`config.mk`:
```
export PLATFORM = sky130hd
export DESIGN_NAME = pfbGate
export DESIGN_NICKNAME = d
export VERILOG_FILES = /design/src/rtl/pfbPkg.sv /design/src/rtl/pfbCtrl.sv /design/src/rtl/pfbMap.sv /design/src/rtl/pfbGate.sv
export SDC_FILE = /design/constraint.sdc
export NUM_CORES = 1
export LEC_CHECK = 0
export ABC_CLOCK_PERIOD_IN_PS = 1900
export BUFFER_PORTS_ARGS = -buffer_cell sky130_fd_sc_hd__buf_2
export CORE_MARGIN = 1
export CORE_UTILIZATION = 45
export DETAILED_ROUTE_END_ITERATION = 12
export PLACE_DENSITY = 0.79
export SYNTH_ARGS = -nofsm -noshare
export SYNTH_HDL_FRONTEND = slang
export SYNTH_SLANG_ARGS = --single-unit
```
`constraint.sdc`:
```
create_clock -name clk -period 1.9 [get_ports clk]
set_clock_uncertainty 0.15 [all_clocks]
set_input_delay 0.095 -clock clk [delete_from_list [all_inputs] [get_ports clk]]
set_output_delay 0.095 -clock clk [all_outputs]
set_load 0.01 [all_outputs]
```
`src/rtl/pfbPkg.sv`:
```
package pfbPkg;
  localparam int BANK_W = 8;
  localparam int PC_W   = 16;
  localparam int PAGE_W = 7;                 // enough for 0x20 + 63
  localparam int ADDR_W = PAGE_W + PC_W;
  localparam int ROM_CAP = 32;
  localparam int LOW_ROM_BASE = 32;          // low ROM window starts at page 0x20
  localparam int RAM_SLOTS = 4;

  typedef enum logic [1:0] {
    CLS_ROM  = 2'd0,
    CLS_RAM  = 2'd1,
    CLS_HOLE = 2'd2
  } bankCls_e;

  typedef struct packed {
    logic latch;     // capture mapped address
    logic refused;   // evaluation produced an invalid start
  } pfbStrobe_t;
endpackage

```
`src/rtl/pfbCtrl.sv`:
```
module pfbCtrl
  import pfbPkg::*;
(
  input  logic       clk,
  input  logic       rstN,
  input  logic       startPulse,
  input  logic       cacheHit,
  input  logic       ramEnable,
  input  logic       romEnable,
  input  bankCls_e   bankCls,
  output pfbStrobe_t strobe,
  output logic       startValid,
  output logic       goClear,
  output logic       evalDone
);
  logic allowed;

  always_comb begin
    if (cacheHit) allowed = 1'b1;
    else begin
      unique case (bankCls)
        CLS_RAM: allowed = ramEnable;
        CLS_ROM: allowed = romEnable;
        default: allowed = 1'b0;
      endcase
    end
  end

  always_comb begin
    strobe.latch   = startPulse;
    strobe.refused = startPulse & ~allowed;
  end

  always_ff @(posedge clk) begin
    if (!rstN) begin
      startValid <= 1'b0;
      goClear    <= 1'b0;
      evalDone   <= 1'b0;
    end else begin
      evalDone <= startPulse;
      goClear  <= strobe.refused;
      if (startPulse) startValid <= allowed;
    end
  end

  // cache hit always wins
  p_cache_wins_r1: assert property (@(posedge clk) disable iff (!rstN)
    (startPulse && cacheHit) |=> startValid);
  // holes refuse without cache hit
  p_hole_refused_r2: assert property (@(posedge clk) disable iff (!rstN)
    (startPulse && !cacheHit && bankCls == CLS_HOLE) |=> (!startValid && goClear));
  // clear request only right after an evaluation
  p_clear_after_eval_r5: assert property (@(posedge clk) disable iff (!rstN)
    goClear |-> (evalDone && !startValid));
  // results hold without a request
  p_hold_r6: assert property (@(posedge clk) disable iff (!rstN)
    !startPulse |=> ($stable(startValid) && !evalDone && !goClear));
endmodule

```
`src/rtl/pfbMap.sv`:
```
module pfbMap
  import pfbPkg::*;
#(
  parameter int ROM_BANKS = 40,
  parameter int RAM_BANKS = 2
) (
  input  logic                clk,
  input  logic                rstN,
  input  pfbStrobe_t          strobe,
  input  logic [BANK_W-1:0]   progBank,
  input  logic [PC_W-1:0]     progCounter,
  output bankCls_e            bankCls,
  output logic [ADDR_W-1:0]   physAddr,
  output logic                selRam
);
  localparam int ROM_REQ = (ROM_BANKS < 1) ? 1 : ROM_BANKS;
  localparam int ROM_EFF = (ROM_REQ > ROM_CAP) ? ROM_CAP : ROM_REQ;
  localparam int RAM_EFF = (RAM_BANKS < 1) ? 1 : RAM_BANKS;
  localparam int LUT_N   = 1 << (BANK_W - 1);
  localparam int HALF    = LUT_N / 2;

  logic [PAGE_W-1:0] romLut [LUT_N];
  logic [PAGE_W-1:0] ramLut [RAM_SLOTS];

  for (genvar i = 0; i < LUT_N; i++) begin : g_rom
    if (i >= HALF) begin : g_hi
      if (ROM_EFF > 1) begin : g_mod
        assign romLut[i] = PAGE_W'(i % ROM_EFF);
      end else begin : g_bit
        assign romLut[i] = PAGE_W'(i & 1);
      end
    end else begin : g_lo
      assign romLut[i] = PAGE_W'((i % (2 * ROM_EFF)) + LOW_ROM_BASE);
    end
  end

  for (genvar k = 0; k < RAM_SLOTS; k++) begin : g_ram
    assign ramLut[k] = PAGE_W'(k % RAM_EFF);
  end

  logic isRam, isHole;
  always_comb begin
    isRam  = (progBank[BANK_W-1:2] == 6'b011100);
    isHole = ((progBank < 8'h40) && !progCounter[PC_W-1])
           || (progBank[BANK_W-1:4] == 4'h6)
           || (progBank >= 8'h74);
    if (isHole)     bankCls = CLS_HOLE;
    else if (isRam) bankCls = CLS_RAM;
    else            bankCls = CLS_ROM;
  end

  always_ff @(posedge clk) begin
    if (!rstN) begin
      physAddr <= '0;
      selRam   <= 1'b0;
    end else if (strobe.latch) begin
      selRam <= isRam;
      physAddr <= isRam ? {ramLut[progBank[1:0]], progCounter}
                        : {romLut[progBank[BANK_W-2:0]], progCounter};
    end
  end

  // RAM pages stay inside fitted RAM
  p_ram_page_r9: assert property (@(posedge clk) disable iff (!rstN)
    selRam |-> (int'(physAddr[ADDR_W-1:PC_W]) < RAM_EFF));
  // ROM pages stay inside the capped ROM span
  p_rom_page_r10: assert property (@(posedge clk) disable iff (!rstN)
    !selRam |-> (int'(physAddr[ADDR_W-1:PC_W]) < LOW_ROM_BASE + 2 * ROM_EFF));
  // counter passes through on capture
  p_pc_pass_r6: assert property (@(posedge clk) disable iff (!rstN)
    strobe.latch |=> (physAddr[PC_W-1:0] == $past(progCounter)));
  // no capture, no change
  p_addr_hold_r6: assert property (@(posedge clk) disable iff (!rstN)
    !strobe.latch |=> ($stable(physAddr) && $stable(selRam)));
endmodule

```
`src/rtl/pfbGate.sv`:
```
module pfbGate
  import pfbPkg::*;
#(
  parameter int ROM_BANKS = 40,
  parameter int RAM_BANKS = 2
) (
  input  logic              clk,
  input  logic              rstN,
  input  logic              startPulse,
  input  logic [7:0]        progBank,
  input  logic [15:0]       progCounter,
  input  logic              cacheHit,
  input  logic              ramEnable,
  input  logic              romEnable,
  output logic              startValid,
  output logic              goClear,
  output logic              evalDone,
  output logic [22:0]       physAddr,
  output logic              selRam
);
  pfbStrobe_t strobe;
  bankCls_e   bankCls;

  pfbCtrl u_ctrl (
    .clk, .rstN, .startPulse, .cacheHit, .ramEnable, .romEnable,
    .bankCls, .strobe, .startValid, .goClear, .evalDone
  );

  pfbMap #(.ROM_BANKS(ROM_BANKS), .RAM_BANKS(RAM_BANKS)) u_map (
    .clk, .rstN, .strobe, .progBank, .progCounter,
    .bankCls, .physAddr, .selRam
  );
endmodule

```
=== After elaboration in Yosys (flattened, before gate mapping) ===
Memory sizes are Yosys's and may differ from the RTL's.
Index checks and enable logic that the tools add are counted.

* Logic and storage cells: 32
* Output and inout port bits: 27
* Bits in registers: 27
* Memory bits (read-only): 896
* Input port bits: 30
* Memories: 1

{| class="wikitable"
|+ Memory list
! name !! depth !! width !! rd ports !! clocked after memory_dff !! wr ports !! line !! RTL
|-
| (no name shown) || 128 || 7 || 1 || 0 || 0 || pfbMap.sv:59 || <nowiki>: {romLut[progBank[BANK_W-2:0]], progCounter};</nowiki>
|}

* Eq/ne operators: 3
* Order comparisons: 4
* Muxes and demuxes: 10
* Bitwise operators: 4
* Reduce and logical (&&, ||, !) cells: 5

{| class="wikitable"
|+ Operators with widths
! kind !! number
|-
| 7-bit 2-to-1 mux || 4
|-
| 23-bit 2-to-1 mux || 1
|-
| 7-bit binary-select mux with 2-bit select || 1
|-
| 8-bit by 7-bit greater-or-equal comparator with 1-bit output (second input constant) || 1
|-
| 8-bit greater-or-equal comparator (second input constant) || 1
|-
| 8-bit by 7-bit < comparator with 1-bit output (second input constant) || 1
|-
| 7-bit NOT with 8-bit output || 1
|-
| 6-bit by 5-bit equality test with 1-bit output (second input constant) || 1
|-
| 4-bit by 3-bit equality test with 1-bit output (second input constant) || 1
|-
| 3-bit greater-or-equal comparator (second input constant) || 1
|-
| 2-bit NOT with 3-bit output || 1
|-
| 2-bit by 1-bit equality test with 1-bit output (second input constant) || 1
|-
| 2-bit zero test || 1
|-
| 1-bit logical OR || 2
|-
| 1-bit 2-to-1 mux || 2
|-
| 2-bit 2-to-1 mux || 1
|-
| 1-bit one-hot mux with 2 select lines || 1
|-
| 1-bit AND || 1
|-
| 1-bit logical AND || 1
|-
| 1-bit zero test || 1
|-
| 1-bit NOT || 1
|}

=== Depth between registers and ports, before layout ===
* Depth after elaboration: 10
* Gate-level depth with buffers: 4
* Gate-level depth less buffers: 3

=== Hierarchy ===
Synthesis repeated with hierarchy kept, for this count alone.

* Cells, all modules: 100
* Area, all modules: 1079.8 µm²

{| class="wikitable"
|+ By module, submodules not included
! module !! area each (µm²) !! sequential area each (µm²) !! cells each !! instances
|-
| pfbMap || 967.2 || 480.5 || 89 || 1
|-
| pfbCtrl || 112.6 || 60.1 || 11 || 1
|}

=== Least setup slack after synthesis ===
Ideal clock, no wire load.

* Kind: input to register
* From: input progBank[3]
* To: register u_ctrl.goClear
* Stages: 3
* Path buffers: 0
* Slack: 0.953 ns
* Required time: 1.634 ns
* Arrival: 0.681 ns
* Setup time: 0.116 ns
* Cell sequence: and4bb_4 > nand3_2 > and4_1

* Word-level cells in the longest chain between the ends: 10
* Elaborated cells on any way between the ends: 14
* Those cells by class: order compare (2); eq/ne (2); mux (4); bitwise (2); reduce/logical (4)

{| class="wikitable"
|+ RTL lines
! item !! line !! RTL
|-
| start: declaration || pfbGate.sv:10 || <nowiki>input logic [7:0] progBank,</nowiki>
|-
| 8-bit by 7-bit < comparator with 1-bit output || pfbMap.sv:44 || <nowiki>isHole = ((progBank < 8'h40) && !progCounter[PC_W-1])</nowiki>
|-
| 1-bit logical AND || pfbMap.sv:44 ||
|-
| 1-bit logical OR || pfbMap.sv:45 || <nowiki>|| (progBank[BANK_W-1:4] == 4'h6)</nowiki>
|-
| 1-bit logical OR || pfbMap.sv:46 || <nowiki>|| (progBank >= 8'h74);</nowiki>
|-
| 2-bit 2-to-1 mux (*) || pfbMap.sv:47 || <nowiki>if (isHole) bankCls = CLS_HOLE;</nowiki>
|-
| 2-bit by 1-bit equality test with 1-bit output or 2-bit zero test (tied branches) || pfbCtrl.sv:21 || <nowiki>unique case (bankCls)</nowiki>
|-
| 1-bit one-hot mux with 2 select lines (*) || pfbCtrl.sv:21 ||
|-
| 1-bit 2-to-1 mux (*) || pfbCtrl.sv:19 || <nowiki>if (cacheHit) allowed = 1'b1;</nowiki>
|-
| 1-bit NOT (*) || pfbCtrl.sv:31 || <nowiki>strobe.refused = startPulse & ~allowed;</nowiki>
|-
| 1-bit AND (*) || pfbCtrl.sv:31 ||
|-
| end signal: assignment || pfbCtrl.sv:41 || <nowiki>goClear <= strobe.refused;</nowiki>
|-
| end: declaration || pfbCtrl.sv:13 || <nowiki>output logic goClear,</nowiki>
|}

Every way passes the cells marked *; elsewhere a longest branch is shown, timed or not.
A chain may end at the register's enable or synchronous reset.

=== Worst setup path in the final report ===
* From: input progBank[3]
* To: register u_ctrl.startValid

* Word-level cells in the longest chain between the ends: 8
* Elaborated cells on any way between the ends: 12
* Those cells by class: order compare (2); eq/ne (2); mux (4); reduce/logical (4)

{| class="wikitable"
|+ RTL lines
! item !! line !! RTL
|-
| 8-bit by 7-bit < comparator with 1-bit output || pfbMap.sv:44 ||
|-
| 1-bit logical AND || pfbMap.sv:44 ||
|-
| 1-bit logical OR || pfbMap.sv:45 ||
|-
| 1-bit logical OR || pfbMap.sv:46 ||
|-
| 2-bit 2-to-1 mux (*) || pfbMap.sv:47 ||
|-
| 2-bit by 1-bit equality test with 1-bit output or 2-bit zero test (tied branches) || pfbCtrl.sv:21 ||
|-
| 1-bit one-hot mux with 2 select lines (*) || pfbCtrl.sv:21 ||
|-
| 1-bit 2-to-1 mux (*) || pfbCtrl.sv:19 ||
|-
| end signal: assignment || pfbCtrl.sv:42 || <nowiki>if (startPulse) startValid <= allowed;</nowiki>
|-
| end: declaration || pfbCtrl.sv:12 || <nowiki>output logic startValid,</nowiki>
|}

Marked as above.

==> run_results.csv <==
group,metric,value,unit
sta,rsz0062_at_grt,"no",
sta,setup_viol,0,
power,power.leakage,0.807,nW
global_routing,track_usage,22.6,%
logic_synthesis,synth-edff-count,0,
final_layout,nets,210,
die,chipWidth,50.7,um
logic_synthesis,synth.most_common_cell,"dfxtp_1",
global_routing,grt_pass1_vias,920,
power,combPwrFrac,19.3,%
setup_path,reg2reg_depth,3,
sta,hold_viol_final,0,
final_layout,diodes,0,
cts,cts_max_path_buffers,2,
setup_path,cp-end-kind,"register",
cts,clkSinkCount,27,
setup_path,crit_path_max_fanout,4,
global_routing,grt_start_max_net_pins,28,
logic_synthesis,ys_top_cells_by_area,"dfxtp_1 51%, mux2i_1 19%, nor2b_1 13%, and4bb_4 1.5%, buf_4 1.4%",
setup_path,critical_path_class,"input port to register",
final_layout,synthToLayoutAreaGrowth,53.4,%
global_routing,antenna_found_initial,0,
cts,cts_tree,"yes",
cts,root_buffer,"clkbuf_4",
hold_path,hold_depth,4,
detailed_routing,drcViolationCount,0,
detailed_routing,vias_per_cell,4.77,
detailed_routing,antenna_left,0,
die,rows,17,
die,dieArea,0.00257,mm^2
power,switchingPower,262,uW
cts,cts.hold.buffers_added,24,
logic_synthesis,synth-seq-cells,27,
sta,worst_slack,91.8,ps
detailed_routing,detail_route.wl_per_cell,12.5,um
place,dpl.hpwl,1650,um
power,vdd_ir_drop_max,0.648,mV
run_status,status,"completed",
cts,clock_latency,320,ps
die,start_util,48.2,%
power,sequentialPowerShare,57.8,%
sta,tightest_slew,365,ps
sta,tns,0,ps
logic_synthesis,synth.avg_cell_area,10.9,um^2
cts,clkTransAtPathRegs,130,ps
die,boundaryPins,57,
cts,cts_resized,0,
sta,fmax,553,MHz
logic_synthesis,synth.top_cell.area_share,50.7,%
global_routing,grt_pass1_wl,4200,um
hold_path,hp-class,"input port to register",
logic_synthesis,syn_inst,98,
final_layout,final_layout_size_suffix_gt1_share,35.8,%
logic_synthesis,ys_types,24,
power,p_int,798,uW
setup_path,cp_data_required_time,2020,ps
place,port_buffers,56,
power,pwr-share-clk,22.9,%
logic_synthesis,synth_common_cells,"27 x dfxtp_1, 23 x nor2b_1, 20 x mux2i_1",
detailed_routing,drt_pass1_iterations,4,
global_routing,overflow,0,
power,p_per_area,648,mW/mm^2
setup_path,reg2reg_slack,540,ps
sta,fin_crit,1810,ps
die,dieHeight,50.7,um
logic_synthesis,yosys.area.top_type,"dfxtp_1",
logic_synthesis,syn_nets,128,
sta,fin_hold_ws,9.38,ps
sta,slew_violations,0,
cts,numCtsBuffers,3,
power,swShare,24.7,%
detailed_routing,vias,987,
cts,postCtsSetupRepairBufs,0,
run,maxCapViolations,0,
sta,maxSlewHeadroom,75.7,%
logic_synthesis,synthArstFlopShare,0,%
detailed_routing,wirelength,2580,um
detailed_routing,drt_iter0_drc,4,
place,gp_congestion,0.659,
sta,period_share,95.2,%
cts,h-tree-depth,1,
logic_synthesis,ys_seq_area_share,50.7,%
logic_synthesis,ys_warn_count,0,
logic_synthesis,syn-cell-area,0.00107,mm^2
final_layout,fillCellCount,172,
place,dp_slack,670,ps
logic_synthesis,synthFlopType,"dfxtp_1",
setup_path,startpoint_type,"input port",
setup_path,cp.arrival,1930,ps
die,core_area,0.00221,mm^2
-- cell families (layout without fill, tap and decap cells) --
kind of cell,after synthesis,after routing,synth area share (%)
and+or+nand+nor,36,36,21.9
DFF,27,27,50.7
muxes,20,20,18.8
AOI/OAI and AO/OA,9,9,5.63
buffers and inverters,6,87,2.93
-- area by class of cell --
| class | instances | area [um^2] | share of cell area, % |
|---|---|---|---|
| multi-input combinational | 65 | 494 | 30.2 |
| timing repair buffer | 82 | 536 | 32.7 |
| sequential | 27 | 541 | 33.1 |
| clock buffer | 4 | 26.3 | 1.61 |
| inverter | 1 | 3.75 | 0.230 |
| tap | 28 | 35.0 | 2.14 |
-- flip-flops by register name, indices dropped and copies added, names as in the netlist --
name               count
u_ctrl.evalDone        1
u_ctrl.goClear         1
u_map.selRam           1
u_ctrl.startValid      1
u_map.physAddr        23
-- routing by layer --
| metal | global-route usage (%) | wire length [um] | vias up |
|---|---|---|---|
| li1 | - | - | 493 |
| met1 | 27.2 | 1060 | 465 |
| met2 | 39.3 | 1380 | 27 |
| met3 | 6.97 | 130 | 2 |
| met4 | 4.17 | 16 | 0 |
| met5 | 0 | 0 | - |
-- power by group through the flow --
stage               combinational [mW]  sequential, mW  clock [mW]
finish                           0.204           0.612       0.243
global route                     0.223           0.616       0.277
CTS                              0.204           0.612       0.251
detailed placement               0.166           0.624           0
global placement                 0.160           0.624           0
floorplan                       0.0744           0.640           0
-- through the flow --
step / instance area [um^2] / total power, mW / cells / util (%)
after global placement: 1370 / 0.784 / 179 / 61.9
after CTS: 1640 / 1.07 / 207 / 73.9
after floorplan: 1070 / 0.714 / 98 / -
after global routing: 1640 / 1.12 / 207 / 73.9
after detailed placement: 1370 / 0.790 / 179 / 61.9
final: 1640 / 1.06 / 207 / 73.9
-- layout by cell type, fill, tap and decap left out --
| master | netlist | layout |
|---|---|---|
| a21boi_0 | 1 | 1 |
| a21boi_1 | 1 | 1 |
| a21oi_1 | 2 | 2 |
| a31oi_1 | 1 | 1 |
| and2_1 | 1 | 1 |
| and2b_2 | 1 | 1 |
| and4_1 | 1 | 1 |
| and4bb_4 | 1 | 1 |
| buf_2 | 1 | 56 |
| buf_4 | 2 | 2 |
| clkbuf_1 | 2 | 1 |
| clkbuf_4 | 0 | 3 |
| dfxtp_1 | 27 | 27 |
| dlygate4sd3_1 | 0 | 24 |
| inv_1 | 1 | 1 |
| mux2i_1 | 20 | 20 |
| nand2_1 | 3 | 3 |
| nand2b_1 | 2 | 2 |
| nand3_1 | 1 | 1 |
| nand3_2 | 1 | 1 |
| nand3b_1 | 1 | 1 |
| nor2_1 | 1 | 1 |
| nor2b_1 | 23 | 23 |
| o2111ai_1 | 1 | 1 |
| o21a_1 | 2 | 2 |
| o21ai_0 | 1 | 1 |
-- worst paths after layout --
check,start,endpoint
max,progBank[3],u_ctrl.startValid
min,progBank[1],u_map.physAddr[17]
max reg2reg,u_ctrl.startValid,u_ctrl.startValid
min reg2reg,u_map.selRam,u_map.selRam
-- worst max-delay path: stages --
cell and delay (ps):
dlygate4sd3_1 540, buf_2 130, and4bb_4 360, nand3_2 80, a31oi_1 170, dlygate4sd3_1 560
(Power assumes the default switching activity.)
